### src/rtl/gpb_pkg.sv
package gpb_pkg;
   localparam int unsigned REG_W     = 32;
   localparam int unsigned REG_SEL_W = 3;

   typedef enum logic [REG_SEL_W-1:0] {
      RG_ODRAIN = 3'd0,
      RG_DATA   = 3'd1,
      RG_DIR    = 3'd2,
      RG_EPOL   = 3'd3,
      RG_EANY   = 3'd4,
      RG_MASK   = 3'd5,
      RG_LEVEL  = 3'd6,
      RG_PEND   = 3'd7
   } reg_sel_e;
endpackage

### src/rtl/gpb_sync.sv
module gpb_sync #(
   parameter int unsigned WIDTH  = 32,
   parameter int unsigned STAGES = 2
) (
   input  logic             clk,
   input  logic             rst_n,
   input  logic [WIDTH-1:0] d,
   output logic [WIDTH-1:0] q,
   output logic [WIDTH-1:0] q_prev
);
   localparam int unsigned DEPTH = STAGES + 1;

   logic [WIDTH-1:0] pipe [DEPTH];

   initial begin
      AST_SYNC_DEPTH: assert (STAGES >= 2) else $error("STAGES must be at least 2");
   end

   always_ff @(posedge clk or negedge rst_n) begin
      if (!rst_n) begin
         for (int i = 0; i < DEPTH; i++) pipe[i] <= '0;
      end else begin
         pipe[0] <= d;
         for (int i = 1; i < DEPTH; i++) pipe[i] <= pipe[i-1];
      end
   end

   assign q      = pipe[STAGES-1];
   assign q_prev = pipe[STAGES];
endmodule

### src/rtl/gpb_detect.sv
module gpb_detect #(
   parameter int unsigned LINES = 32
) (
   input  logic [31:0] cur,
   input  logic [31:0] prev,
   input  logic [31:0] epol,
   input  logic [31:0] eany,
   input  logic [31:0] lvl,
   output logic [31:0] evt
);
   logic [31:0] raw;

   for (genvar i = 0; i < 32; i++) begin : g_line
      logic rise, fall;
      assign rise = cur[i] & ~prev[i];
      assign fall = ~cur[i] & prev[i];
      always_comb begin
         if (lvl[i])       raw[i] = cur[i] ^ epol[i];   // level, polarity 1 = active low
         else if (eany[i]) raw[i] = rise | fall;        // both edges
         else if (epol[i]) raw[i] = rise;               // rising
         else              raw[i] = fall;               // falling
      end
   end

   if (LINES >= 32) begin : g_full
      assign evt = raw;
   end else begin : g_part
      localparam logic [31:0] LIVE = (32'd1 << LINES) - 32'd1;
      assign evt = raw & LIVE;
   end
endmodule

### src/rtl/gpb_bank.sv
module gpb_bank
   import gpb_pkg::*;
#(
   parameter int unsigned LINES = 32
) (
   input  logic        clk,
   input  logic        rst_n,
   input  logic        wr_en,
   input  reg_sel_e    sel,
   input  logic [31:0] wdata,
   input  logic [31:0] cur,
   input  logic [31:0] evt,
   output logic [31:0] rdata,
   output logic [31:0] pout,
   output logic [31:0] poe,
   output logic [31:0] epol_o,
   output logic [31:0] eany_o,
   output logic [31:0] lvl_o,
   output logic        irq_o
);
   localparam logic [31:0] LIVE = (LINES >= 32) ? 32'hFFFF_FFFF
                                                : ((32'd1 << LINES) - 32'd1);

   logic [31:0] odr_q, dout_q, dir_q, epol_q, eany_q, mask_q, lvl_q, pend_q;
   logic [31:0] clr, wmask;

   assign wmask = wdata & LIVE;
   assign clr   = (wr_en && sel == RG_PEND) ? wmask : '0;

   always_ff @(posedge clk or negedge rst_n) begin
      if (!rst_n) begin
         odr_q  <= '0;
         dout_q <= '0;
         dir_q  <= LIVE;
         epol_q <= '0;
         eany_q <= '0;
         mask_q <= '0;
         lvl_q  <= '0;
         pend_q <= '0;
      end else begin
         if (wr_en) begin
            case (sel)
               RG_ODRAIN: odr_q  <= wmask;
               RG_DATA:   dout_q <= wmask;
               RG_DIR:    dir_q  <= wmask;
               RG_EPOL:   epol_q <= wmask;
               RG_EANY:   eany_q <= wmask;
               RG_MASK:   mask_q <= wmask;
               RG_LEVEL:  lvl_q  <= wmask;
               default:   ;
            endcase
         end
         pend_q <= (pend_q & ~clr) | evt;
      end
   end

   always_comb begin
      case (sel)
         RG_ODRAIN: rdata = odr_q;
         RG_DATA:   rdata = ((dout_q & ~dir_q) | (cur & dir_q)) & LIVE;
         RG_DIR:    rdata = dir_q;
         RG_EPOL:   rdata = epol_q;
         RG_EANY:   rdata = eany_q;
         RG_MASK:   rdata = mask_q;
         RG_LEVEL:  rdata = lvl_q;
         default:   rdata = pend_q;
      endcase
   end

   assign poe    = ~dir_q & LIVE & ~(odr_q & dout_q);
   assign pout   = dout_q & ~odr_q & ~dir_q & LIVE;
   assign epol_o = epol_q;
   assign eany_o = eany_q;
   assign lvl_o  = lvl_q;
   assign irq_o  = |(pend_q & mask_q);

   AST_MASK_RESET: assert property (@(posedge clk) disable iff (!rst_n)
      $past(!rst_n) |-> (mask_q == '0));

   AST_PEND_STICKY: assert property (@(posedge clk) disable iff (!rst_n)
      1'b1 |=> ((($past(pend_q) & ~$past(clr)) & ~pend_q) == '0));

   AST_EVT_SETS: assert property (@(posedge clk) disable iff (!rst_n)
      1'b1 |=> (($past(evt) & ~pend_q) == '0));
endmodule

### src/rtl/gpio_irq_banks.sv
module gpio_irq_banks
   import gpb_pkg::*;
#(
   parameter int unsigned NUM_BANKS   = 2,
   parameter int unsigned BANK_LINES  = 24,
   parameter int unsigned SYNC_STAGES = 2,
   localparam int unsigned BANK_IDX_W = (NUM_BANKS > 1) ? $clog2(NUM_BANKS) : 1,
   localparam int unsigned ADDR_W     = BANK_IDX_W + REG_SEL_W,
   localparam int unsigned PINS       = NUM_BANKS * REG_W
) (
   input  logic              clk,
   input  logic              rst_n,
   input  logic [ADDR_W-1:0] bus_addr,
   input  logic              bus_wr,
   input  logic [31:0]       bus_wdata,
   output logic [31:0]       bus_rdata,
   input  logic [PINS-1:0]   pin_in,
   output logic [PINS-1:0]   pin_out,
   output logic [PINS-1:0]   pin_oe,
   output logic              irq
);
   logic [BANK_IDX_W-1:0] bank_idx;
   reg_sel_e              sel;
   logic [31:0]           rd_arr [NUM_BANKS];
   logic [NUM_BANKS-1:0]  irq_vec;
   logic [PINS-1:0]       evt_all;

   assign bank_idx = bus_addr[ADDR_W-1:REG_SEL_W];
   assign sel      = reg_sel_e'(bus_addr[REG_SEL_W-1:0]);

   initial begin
      AST_CFG_LINES: assert (BANK_LINES >= 1 && BANK_LINES <= 32)
         else $error("BANK_LINES out of range");
      AST_CFG_BANKS: assert (NUM_BANKS >= 1)
         else $error("NUM_BANKS must be positive");
   end

   for (genvar b = 0; b < NUM_BANKS; b++) begin : g_bank
      logic [31:0] cur, prev, epol, eany, lvl, evt;
      logic        wr_en;

      assign wr_en = bus_wr && (bank_idx == BANK_IDX_W'(b));

      gpb_sync #(.WIDTH(32), .STAGES(SYNC_STAGES)) u_sync (
         .clk(clk), .rst_n(rst_n), .d(pin_in[b*32 +: 32]),
         .q(cur), .q_prev(prev));

      gpb_detect #(.LINES(BANK_LINES)) u_det (
         .cur(cur), .prev(prev), .epol(epol), .eany(eany), .lvl(lvl),
         .evt(evt));

      gpb_bank #(.LINES(BANK_LINES)) u_bank (
         .clk(clk), .rst_n(rst_n), .wr_en(wr_en), .sel(sel),
         .wdata(bus_wdata), .cur(cur), .evt(evt), .rdata(rd_arr[b]),
         .pout(pin_out[b*32 +: 32]), .poe(pin_oe[b*32 +: 32]),
         .epol_o(epol), .eany_o(eany), .lvl_o(lvl), .irq_o(irq_vec[b]));

      assign evt_all[b*32 +: 32] = evt;
   end

   always_comb begin
      bus_rdata = '0;
      for (int b = 0; b < NUM_BANKS; b++)
         if (bank_idx == BANK_IDX_W'(b)) bus_rdata = rd_arr[b];
   end

   assign irq = |irq_vec;

   AST_IRQ_CAUSE: assert property (@(posedge clk) disable iff (!rst_n)
      $rose(irq) |-> ($past(bus_wr) || ($past(evt_all) != '0)));
endmodule

### config.mk
export PLATFORM = sky130hd
export DESIGN_NAME = gpio_irq_banks
export DESIGN_NICKNAME = d
export VERILOG_FILES = /design/src/rtl/gpb_pkg.sv /design/src/rtl/gpb_sync.sv /design/src/rtl/gpb_detect.sv /design/src/rtl/gpb_bank.sv /design/src/rtl/gpio_irq_banks.sv
export SDC_FILE = /design/constraint.sdc
export NUM_CORES = 1
export LEC_CHECK = 0
export BUFFER_PORTS_ARGS = -buffer_cell sky130_fd_sc_hd__buf_2
export CAP_MARGIN = 20
export CORE_MARGIN = 2
export CORE_UTILIZATION = 37
export CTS_CLUSTER_DIAMETER = 50
export DETAILED_ROUTE_END_ITERATION = 7
export PLACE_DENSITY = 0.57
export SYNTH_ARGS = -nofsm -noshare
export SYNTH_HDL_FRONTEND = slang
export SYNTH_SLANG_ARGS = --single-unit
### constraint.sdc
create_clock -name clk -period 1.9 [get_ports clk]
set_clock_uncertainty 0.1 [all_clocks]
set_input_delay 0.38 -clock clk [delete_from_list [all_inputs] [get_ports clk]]
set_output_delay 0.38 -clock clk [all_outputs]
set_load 0.05 [all_outputs]
==> results by group, run 1 <==
Clock network
  – H-tree levels: 3
  – Root buffer cell: clkbuf_16
  – CTS tree: done
  – Clock slew at reported path FFs: 60 ps
  – CTS Buf Count: 74
  – CTS Buffer Depth: 3
  – Num Clock Sinks: between 500 and 600
  – Skew-Pair Late Insertion Delay: 610 ps

Timing
  – Fin crit share: 1.60
  – Slew Limit Fails: 0
  – Final setup violation count: 121
  – Slew headroom: 0.522
  – RSZ-0062 raised after global routing: true
  – Worst hold slack: between 50 and 60 ps
  – Final hold violations: 0
  – Slew at the pin with the worst max-slew slack: 717 ps
  – Fmax: 330 MHz
  – Worst Slack Setup Final: -1130 ps
  – Tmin final: 3030 ps
  – Setup TNS: -28,520 ps

Yosys
  – Netlist Area Pre-Place: ~26,000 um2
  – Commonest cells in the netlist: 480 x dfrtp_1, 353 x mux2_2, 106 x a211oi_1
  – Mapped Avg Cell Area: 12.5 um2
  – Synth Instances: 2,099
  – Asr flop ratio synth: 1.00
  – Main synth FF type: dfrtp_1
  – Top-count cell post-synth: dfrtp_1
  – Seq/Total Area, Yosys: 0.506
  – Top cells by area, synth: dfrtp_1 46%, mux2_2 15%, dfstp_2 4.8%
  – Top cell type's share of synthesized area: 0.458
  – Largest family of logic cells by synthesized area: multiplexers
  – Synth warn: 0
  – Post-synthesis adder-cell area fraction: 0.0458
  – Post-synth EDFFs: 0
  – Synth unique cells: 53
  – Largest area contributor in the netlist: dfrtp_1
  – Post-synthesis mux area share: 0.185
  – FF+latch count, synth: about 530
  – XOR/XNOR Fraction of Synth Area: 0.0160
  – Synth Area in Compound Gates: 0.135
  – Simple-gate share of the synthesized area: 0.0586

Setup path
  – CP max stage delay: 580 ps
  – Critical path arrival: 2550 ps
  – Setup crit end kind: output port
  – Slowest-stage cell, CP: or4_4
  – Worst Path Max Fanout: 2
  – Startpoint types: flip-flop
  – Crit-path cells: a22o_1 -> a221oi_2 -> nand4_1 -> or4_4 -> buf_6
  – WS Path Type: reg -> out
  – WP data required: 1420 ps

GRT
  – Global route hottest layer: met2
  – Vias in the first global route: 22,200
  – Initial antenna violation count: 0
  – GR Overflow Total: 0
  – GRT Util Overall: 0.250
  – Largest net degree at the start of global routing: 66
  – M3 GR Usage: 0.0430
  – GR Util met1: 0.332
  – Met2 Resource Use GR: 0.412
  – First-pass GRT wire length: 139,000 um

Floorplanning
  – Core Footprint: 70,100 um2
  – Std cell rows: 97
  – Die width: 270 um
  – Die Area: 73,100 um2
  – I/O pins: around 260
  – Initial Util: 0.374
  – Die H: 270 um

Route
  – Routed vias/inst: 5.44
  – DRT antenna net count: 0
  – Drc violations: 0
  – Drt total wl: 91,800 um
  – DR iter-0 viols: ~1,600
  – Routed len/inst: 23.9 um
  – Via count: 20,900
  – DRT Pass-1 Iters: 5

Placement
  – Port bufs: just under 200
  – Final Wtd Congestion: 0.918
  – DP Wirelength: 65,200 um

Run status
  – Failing checks: negative setup slack
  – Run status: complete, but fails checks

Layout
  – Area growth syn-to-layout: 45.5%
  – Share of cells above drive strength 1: 0.527
  – Number of nets in the layout: 3,036
  – Diodes inserted: 0
  – Fillers: 5,954

Power and ir drop
  – VDD IR max: approximately 0.00097 V
  – Leakage Power: roughly 17 nW
  – PD cells: 1160 nW/um2

Job
  – Max-Cap Viols: 0

Min path
  – Min-delay worst type: in -> reg
==> per-layer routing <==
layer	vias up	share of wire
met1	10700	0.43
met4	0	0.035
li1	9244	-
met2	710	0.48
met3	179	0.059
met5	-	0
==> flip-flops by register name (all words and copies together), names as in the netlist <==
name / count
g_bank.u_bank.odr_q: 48
g_bank.u_bank.mask_q: 48
g_bank.u_bank.dout_q: 48
g_bank.u_sync.q: 48
g_bank.u_bank.dir_q: 48
g_bank.u_sync.q_prev: 48
g_bank.u_bank.eany_o: 48
g_bank.u_bank.epol_o: 48
g_bank.u_bank.lvl_o: 48
g_bank.u_sync.pipe: 48
g_bank.u_bank.pend_q: 48
==> critical path: cells and delay by family (launching register included) <==
family / cells / cell delay [ps]
DFF: 1 / 400
AOI/OAI and AO/OA: 2 / 550
buffers and inverters: 1 / 180
and+or+nand+nor: 2 / 790
==> cells by family after synthesis <==
group,after synthesis
DFF,528
AOI/OAI and AO/OA,442
xor gates and xnor gates,48
and+or+nand+nor,272
other,1
buffers and inverters,274
muxes,438
adders and majority gates,96
==> cell usage in the layout, fill, tap and decap left out, types with 12 or more instances in the layout <==
master,count
a21oi_2,13
nand3_1,27
a21oi_4,35
nand4_1,26
buf_6,204
buf_2,74
dfrtp_2,18
xor2_1,48
buf_4,414
conb_1,40
o221a_2,17
dfrtp_1,462
o32ai_4,23
nor2_1,67
buf_12,44
clkbuf_16,75
nand2_1,14
mux2_2,350
nor2b_1,48
ha_1,96
dlygate4sd3_1,50
inv_1,105
dfstp_2,48
o22a_1,25
a211oi_1,97
a22oi_1,60
a221o_1,57
mux2i_1,44
clkbuf_1,12
o21ai_0,30
mux2i_2,26
nor3b_4,41
==> worst paths after layout <==
check | start | to | slack (ps) | depth (start not counted)
setup / recovery | g_bank[0].u_bank.mask_q[17] | irq | -1130 | 5
hold / removal | bus_wdata[0] | g_bank[0].u_bank.dout_q[0] | 50 | 2
setup reg to reg | g_bank[0].u_sync.q[1] | g_bank[0].u_bank.pend_q[1] | 120 | 7
hold reg to reg | g_bank[0].u_sync.pipe[68] | g_bank[0].u_sync.q[4] | 240 | 0
max in group asynchronous | rst_n | g_bank[0].u_bank.dir_q[17] | 750 | 4
min in group asynchronous | rst_n | g_bank[0].u_bank.odr_q[21] | 160 | 2
==> layout make-up <==
class,instances,area [um2],area share
multi-input combinational,1336,13500,0.354
sequential,528,13300,0.348
timing repair buffer,792,7250,0.190
clock buffer,92,1990,0.0521
tap,940,1180,0.0308
clock inverter,45,554,0.0145
inverter,105,394,0.0103
==> through the flow <==
step	area (um2)	std cells	utilization	worst slack, ps	power (W)
after detailed placement	32800	3643	0.468	-883	0.0275
after floorplan	27100	2138	-	-407	0.0220
after CTS	37700	3835	0.537	-1120	0.0441
final	38200	3838	0.544	-1130	0.0444
after global placement	32800	3643	0.468	-859	0.0271
after global routing	38200	3838	0.544	-1150	0.0462
==> report_power, final <==
| group | total, W | switching, W | internal [W] |
|---|---|---|---|
| Clock | 0.0143 | 0.00553 | 0.00879 |
| Sequential | 0.0152 | 0.00189 | 0.0133 |
| Combinational | 0.0148 | 0.00751 | 0.00733 |
| Total | 0.0444 | 0.0149 | 0.0295 |
==> repair_timing <==
item,4_1_cts,5_1_grt
hold buffers,50,0
hold endpoints to repair,395,0
resized for setup,472,109
setup buffers,14,24
pin swaps,52,31
setup endpoints to repair,121,122
Power figures use the tool's default switching activity.
==> run 2: changes to the inputs <==
Settings changed: PLACE_DENSITY 0.57 to 0.6.
==> run 2 against run 1 <==
  * The flow still finishes with violations (negative setup slack)
  * Fmax is 0.12% lower
  * Sequential power hardly changed
  * Register-to-register slack hardly changed
  * Critical path type unchanged
  * Cell area is 0.53% lower
  * Combinational power hardly changed
  * Worst hold slack better by 6.1 ps
  * Critical path depth stayed put
  * Final cell count is 0.63% lower
  * Sequential cell count stayed put
==> results by group, run 2 (synthesis results as in run 1) <==
Timing
  – Worst Slack Setup Final: -1140 ps (-3.74 ps)
  – Setup TNS: -27,570 ps (+949 ps)
  – Fin crit share: 1.60 (+0.00197)
  – Fmax: 329 MHz (-0.12%)
  – Final hold violations: 0 (unchanged)
  – Final setup violation count: 121 (unchanged)
  – Tmin final: 3040 ps (+3.74 ps)
  – Slew Limit Fails: 0 (unchanged)
  – RSZ-0062 raised after global routing: true

Layout
  – Diodes inserted: 0 (unchanged)
  – Fillers: 5,861 (-1.6%)
  – Number of nets in the layout: 3,014 (-0.72%)
  – Area growth syn-to-layout: 44.7%
  – Most common cell after layout, fill and taps aside: dfrtp_1
  – Share of cells above drive strength 1: 0.516 (-0.0102)
  – Most frequent cells in the layout: 467 x dfrtp_1, 388 x buf_4, 350 x mux2_2

Min path
  – Min-delay worst type: in -> reg

GRT
  – First-pass GRT wire length: 136,000 um (-1.8%)
  – M3 GR Usage: 0.0369 (-0.00613)
  – Met2 Resource Use GR: 0.403 (-0.00810)
  – GR Util met1: 0.323 (-0.00908)
  – Global route hottest layer: met2
  – GR Overflow Total: 0 (unchanged)
  – Initial antenna violation count: 0 (unchanged)
  – Vias in the first global route: 22,100 (-0.68%)
  – Largest net degree at the start of global routing: 68 (+3.0%)
  – GRT Util Overall: 0.245 (-0.00524)

Clock network
  – Root buffer cell: clkbuf_16
  – CTS tree: done
  – Clock slew at reported path FFs: 60 ps (about the same)
  – Num Clock Sinks: 528 (unchanged)
  – CTS Buf Count: 72 (-2.7%)
  – Skew-Pair Late Insertion Delay: 620 ps (about the same)
  – CTS Buffer Depth: 3 (unchanged)
  – H-tree levels: 3 (unchanged)

Setup path
  – Setup crit end kind: output port
  – WS Path Type: reg -> out
  – Crit-path cells: a22o_1 -> a221oi_2 -> nand4_1 -> or4_4 -> buf_6
  – Slowest-stage cell, CP: or4_4
  – Worst Path Max Fanout: 2 (unchanged)
  – Critical path arrival: 2560 ps (about the same)
  – Startpoint types: flip-flop
  – WP data required: 1420 ps (about the same)
  – CP max stage delay: 630 ps (+50 ps)

Route
  – Drc violations: 0 (unchanged)
  – Drt total wl: 90,000 um (-2.0%)
  – DRT Pass-1 Iters: 7 (+2)
  – DR iter-0 viols: 1,414 (-13%)
  – DRT antenna net count: 0 (unchanged)
  – Via count: 20,800 (-0.55%)
  – Routed vias/inst: 5.44 (about the same)
  – Routed len/inst: 23.6 um (-1.4%)

Run status
  – Run status: complete, but fails checks
  – Failing checks: negative setup slack

Power and ir drop
  – Flop pwr share: 0.347 (+0.004)
  – Internal: 0.0293 W (-0.68%)
  – P_sw: 0.0146 W (-2.5%)
  – Clock power share: 0.318 (-0.005)
  – VDD IR max: 0.000838 V (-13%)
  – Sw Ratio: 0.332 (-0.00414)
  – PD cells: 1150 nW/um2 (-0.77%)
  – Combinational group share of total power: 0.335 (about the same)
  – Leakage Power: 16.6 nW (-0.56%)

Floorplanning
  – Die H: 270 um (unchanged)
  – Die width: 270 um (unchanged)
  – Die Area: 73,100 um2 (unchanged)
  – Std cell rows: 97 (unchanged)
  – I/O pins: 264 (unchanged)
  – Initial Util: 0.374 (unchanged)
  – Core Footprint: 70,100 um2 (unchanged)

Placement
  – Final Wtd Congestion: 0.897 (-2.3%)
  – Setup WS pre-CTS: -861 ps (+22.5 ps)
  – DP Wirelength: 63,400 um (-2.8%)
  – Port bufs: 199 (unchanged)

Job
  – Max-Cap Viols: 0 (unchanged)
==> run 2: layer usage <==
metal	up-vias	wire, um
met2	743	43400
met5	-	0
met3	182	5520
met4	0	3270
met1	10700	37800
li1	9170	-
==> run 2: metrics by stage <==
stage,hold WS (ps),power (W),cell area [um2],instances,util
2_1_floorplan,-15.6,0.0220,27100,2138,-
3_3_place_gp,174,0.0269,32600,3618,0.465
3_5_place_dp,170,0.0273,32600,3618,0.465
4_1_cts,31.9,0.0435,37500,3808,0.535
5_1_grt,62.8,0.0456,38000,3814,0.541
6_report,59.9,0.0438,38000,3814,0.541
==> run 2: worst paths after layout <==
| path | slack [ps] | from | to | cells past startpoint |
|---|---|---|---|---|
| min | 60 | bus_wdata[13] | g_bank[1].u_bank.lvl_o[13] | 3 |
| max | -1140 | g_bank[0].u_bank.pend_q[13] | irq | 5 |
| max in group asynchronous | 750 | rst_n | g_bank[0].u_bank.dir_q[9] | 4 |
| min in group asynchronous | 130 | rst_n | g_bank[0].u_sync.q_prev[19] | 2 |
| max reg2reg | 130 | g_bank[0].u_sync.q[1] | g_bank[0].u_bank.pend_q[1] | 7 |
| min reg2reg | 240 | g_bank[1].u_sync.pipe[78] | g_bank[1].u_sync.q[14] | 0 |
==> run 2: what timing repair did <==
item,4_1_cts,5_1_grt
hold buffers,49,0
buffers inserted,18,27
setup endpoints to repair,121,121
resized for setup,478,95
gates cloned,0,1
endpoints found under the hold margin,390,0
pin swaps,60,28
==> run 2: final cells by class <==
class / instances / area (um2) / share of cell area
sequential: 528 / 13300 / 0.350
inverter: 105 / 394 / 0.0104
tap: 940 / 1180 / 0.0310
timing repair buffer: 772 / 7160 / 0.188
clock inverter: 31 / 415 / 0.0109
multi-input combinational: 1336 / 13500 / 0.355
clock buffer: 102 / 2050 / 0.0539
==> run 2: critical path, delay by kind of cell, from the launching register on <==
family	cells	cell delay, ps
AO/OA/AOI/OAI	2	490
AND/OR/NAND/NOR	2	820
flip-flops	1	430
buffers and inverters	1	180
==> run 2: power by group through the flow <==
stage | Sequential, W | Clock [W] | Combinational (W)
floorplan | 0.0150 | 0 | 0.00701
global placement | 0.0150 | 0 | 0.0119
detailed placement | 0.0151 | 0 | 0.0122
CTS | 0.0151 | 0.0142 | 0.0143
global route | 0.0154 | 0.0147 | 0.0155
finish | 0.0152 | 0.0139 | 0.0147
==> run 3: changes to the inputs <==
Settings changed: PLACE_DENSITY 0.6 to 0.58.
Clock period 1.9 ns to 3.15 ns, I/O delays scaled along.
==> run 3 against run 2 <==
  * The flow still finishes with violations (negative setup slack)
  * Largest power group unchanged
  * Die area stayed put
  * Power is 45% lower
  * Count of clock-buffer cells in the layout is 2 lower
  * Critical path depth increased by 1
  * Sequential power is 38% lower
  * Worst setup slack gained 1000 ps
  * Critical path type unchanged
  * Combinational power is 62% lower
  * Non-clock buffer count fell by 409
==> results by group, run 3 (synthesis results as in run 1) <==
Clock network
  – CTS tree: done
  – Clock slew at reported path FFs: 60 ps (about the same)
  – Root buffer cell: clkbuf_16
  – Skew-Pair Late Insertion Delay: 620 ps (about the same)
  – CTS Buffer Depth: 3 (unchanged)
  – Num Clock Sinks: 528 (unchanged)
  – CTS Buf Count: 73 (+1.4%)
  – H-tree levels: 3 (unchanged)

GRT
  – M3 GR Usage: 0.0419 (+0.00498)
  – Global route hottest layer: met2
  – GR Util met1: 0.308 (-0.0143)
  – GR Overflow Total: 0 (unchanged)
  – Largest net degree at the start of global routing: 84 (+24%)
  – Met2 Resource Use GR: 0.365 (-0.0384)
  – Initial antenna violation count: 3 (+3)
  – GRT Util Overall: 0.229 (-0.0160)
  – Vias in the first global route: 19,900 (-9.7%)
  – First-pass GRT wire length: 127,000 um (-6.7%)

Power and ir drop
  – PD cells: 744 nW/um2 (-35%)
  – VDD IR max: 0.000487 V (-42%)
  – Clock power share: 0.377 (+0.059)
  – Flop pwr share: 0.393 (+0.046)
  – Pwr Total: 0.0241 W (-45%)
  – Combinational group share of total power: 0.230 (-0.105)
  – Leakage Power: 14.0 nW (-15%)
  – Sw Ratio: 0.328 (-0.00428)
  – Internal: 0.0162 W (-45%)
  – P_sw: 0.00790 W (-46%)

Route
  – DR iter-0 viols: 1,371 (-3.0%)
  – Routed vias/inst: 5.59 (+2.7%)
  – Routed len/inst: 24.6 um (+4.3%)
  – Via count: 19,100 (-8.2%)
  – Drc violations: 0 (unchanged)
  – DRT Pass-1 Iters: 5 (-2)
  – Drt total wl: 84,000 um (-6.7%)
  – DRT antenna net count: 0 (unchanged)

Placement
  – DP Wirelength: 57,400 um (-9.4%)
  – Setup WS pre-CTS: -231 ps (+630 ps)
  – Final Wtd Congestion: 0.873 (-2.6%)
  – Port bufs: 199 (unchanged)

Timing
  – Worst Slack Setup Final: -108 ps (+1030 ps)
  – Slew headroom: 0.500
  – Slew Limit Fails: 0 (unchanged)
  – Fmax: 307 MHz
  – Final hold violations: 0 (unchanged)
  – Slew at the pin with the worst max-slew slack: 749 ps
  – RSZ-0062 raised after global routing: true
  – Fin crit share: 1.03
  – Final setup violation count: 1 (-99%)
  – Tmin final: 3260 ps

Layout
  – Fillers: 6,403 (+9.2%)
  – Most common cell after layout, fill and taps aside: dfrtp_1
  – Area growth syn-to-layout: 23.3%
  – Number of nets in the layout: 2,606 (-14%)
  – Share of cells above drive strength 1: 0.387 (-0.129)
  – Most frequent cells in the layout: 477 x dfrtp_1, 353 x mux2_2, 171 x buf_2

Setup path
  – WP data required: 2420 ps (+1000 ps)
  – Worst Path Max Fanout: 3 (+1)
  – R2R setup slack: 1390 ps (+1260 ps)
  – Critical path arrival: 2530 ps (-30 ps)
  – Startpoint types: flip-flop
  – WS Path Type: reg -> out
  – Setup crit end kind: output port

Floorplanning
  – Core Footprint: 70,100 um2 (unchanged)
  – Die width: 270 um (unchanged)
  – Std cell rows: 97 (unchanged)
  – Die H: 270 um (unchanged)
  – I/O pins: 264 (unchanged)
  – Die Area: 73,100 um2 (unchanged)
  – Initial Util: 0.374 (unchanged)

Run status
  – Run status: complete, but fails checks
  – Failing checks: negative setup slack

Job
  – Max-Cap Viols: 0 (unchanged)

Min path
  – Min-delay worst type: in -> reg
[run 3: changes by cell type in the layout (fill, tap and decap cells not counted), sizes merged]
cell	change
clkinv	-2
bufinv	+6
dlygate4sd3	-19
buf	-392
inv	+1
bufbuf	+1
diode	+3
clkinvlp	-1
clkbuf	-1
[run 3: layout make-up]
class | instances | area, um2 | share of cell area
Multi-Input combinational cell | 1336 | 12000 | 0.372
Sequential cell | 528 | 13300 | 0.410
Timing Repair Buffer | 363 | 2790 | 0.0861
Clock inverter | 35 | 593 | 0.0183
Inverter | 105 | 394 | 0.0122
Tap cell | 940 | 1180 | 0.0363
Antenna cell | 3 | 7.51 | 0.000232
Clock buffer | 100 | 2090 | 0.0647
[run 3: per-stage QoR]
step	cells	util	setup TNS (ps)	hold WS, ps	cell area (um2)
floorplan	2138	-	0	231	26500
global placement	3234	0.412	-1770	235	28900
detailed placement	3234	0.412	-2050	235	28900
CTS	3404	0.458	-165	0.287	32200
global route	3410	0.461	-180	4.91	32400
finish	3410	0.461	-108	28.1	32400
[run 3: critical path, stage by stage (launching register included)]
cell      delay, ps
dfrtp_1         430
a22o_4          290
a221oi_2        210
buf_4           160
nand4_1         120
or4_4           520
buf_8           180
[run 3: worst paths after layout]
path | startpoint | end | cells after the start
worst max-delay path | g_bank[0].u_bank.pend_q[20] | irq | 6
worst min-delay path | pin_in[49] | g_bank[1].u_sync.pipe[81] | 1
worst max register to register | g_bank[0].u_sync.q[10] | g_bank[0].u_bank.pend_q[10] | 6
worst min register to register | g_bank[0].u_sync.pipe[68] | g_bank[0].u_sync.q[4] | 0
max in group asynchronous | rst_n | g_bank[1].u_bank.dir_q[6] | 3
min in group asynchronous | rst_n | g_bank[0].u_sync.q_prev[22] | 2
[run 3: power groups by stage]
stage	logic [W]	registers, W	clock network, W
finish	0.00554	0.00946	0.00908
global route	0.00591	0.00964	0.00956
CTS	0.00550	0.00943	0.00926
detailed placement	0.00535	0.00953	0
global placement	0.00526	0.00944	0
floorplan	0.00404	0.00902	0
[run 3: timing repair]
item                       in CTS  in global routing
gates cloned                    1                  1
gates resized for setup        53                 39
hold endpoints to repair       80                  0
setup buffers                   4                  2
pin swaps                       5                  7
setup endpoints to repair      25                 23
hold buffers                   30                  0
[run 3: routing by layer]
layer | routed length (um) | vias to the layer above
li1 | - | 8369
met1 | 37100 | 9858
met2 | 39200 | 664
met3 | 4590 | 170
met4 | 3110 | 0
met5 | 0 | -
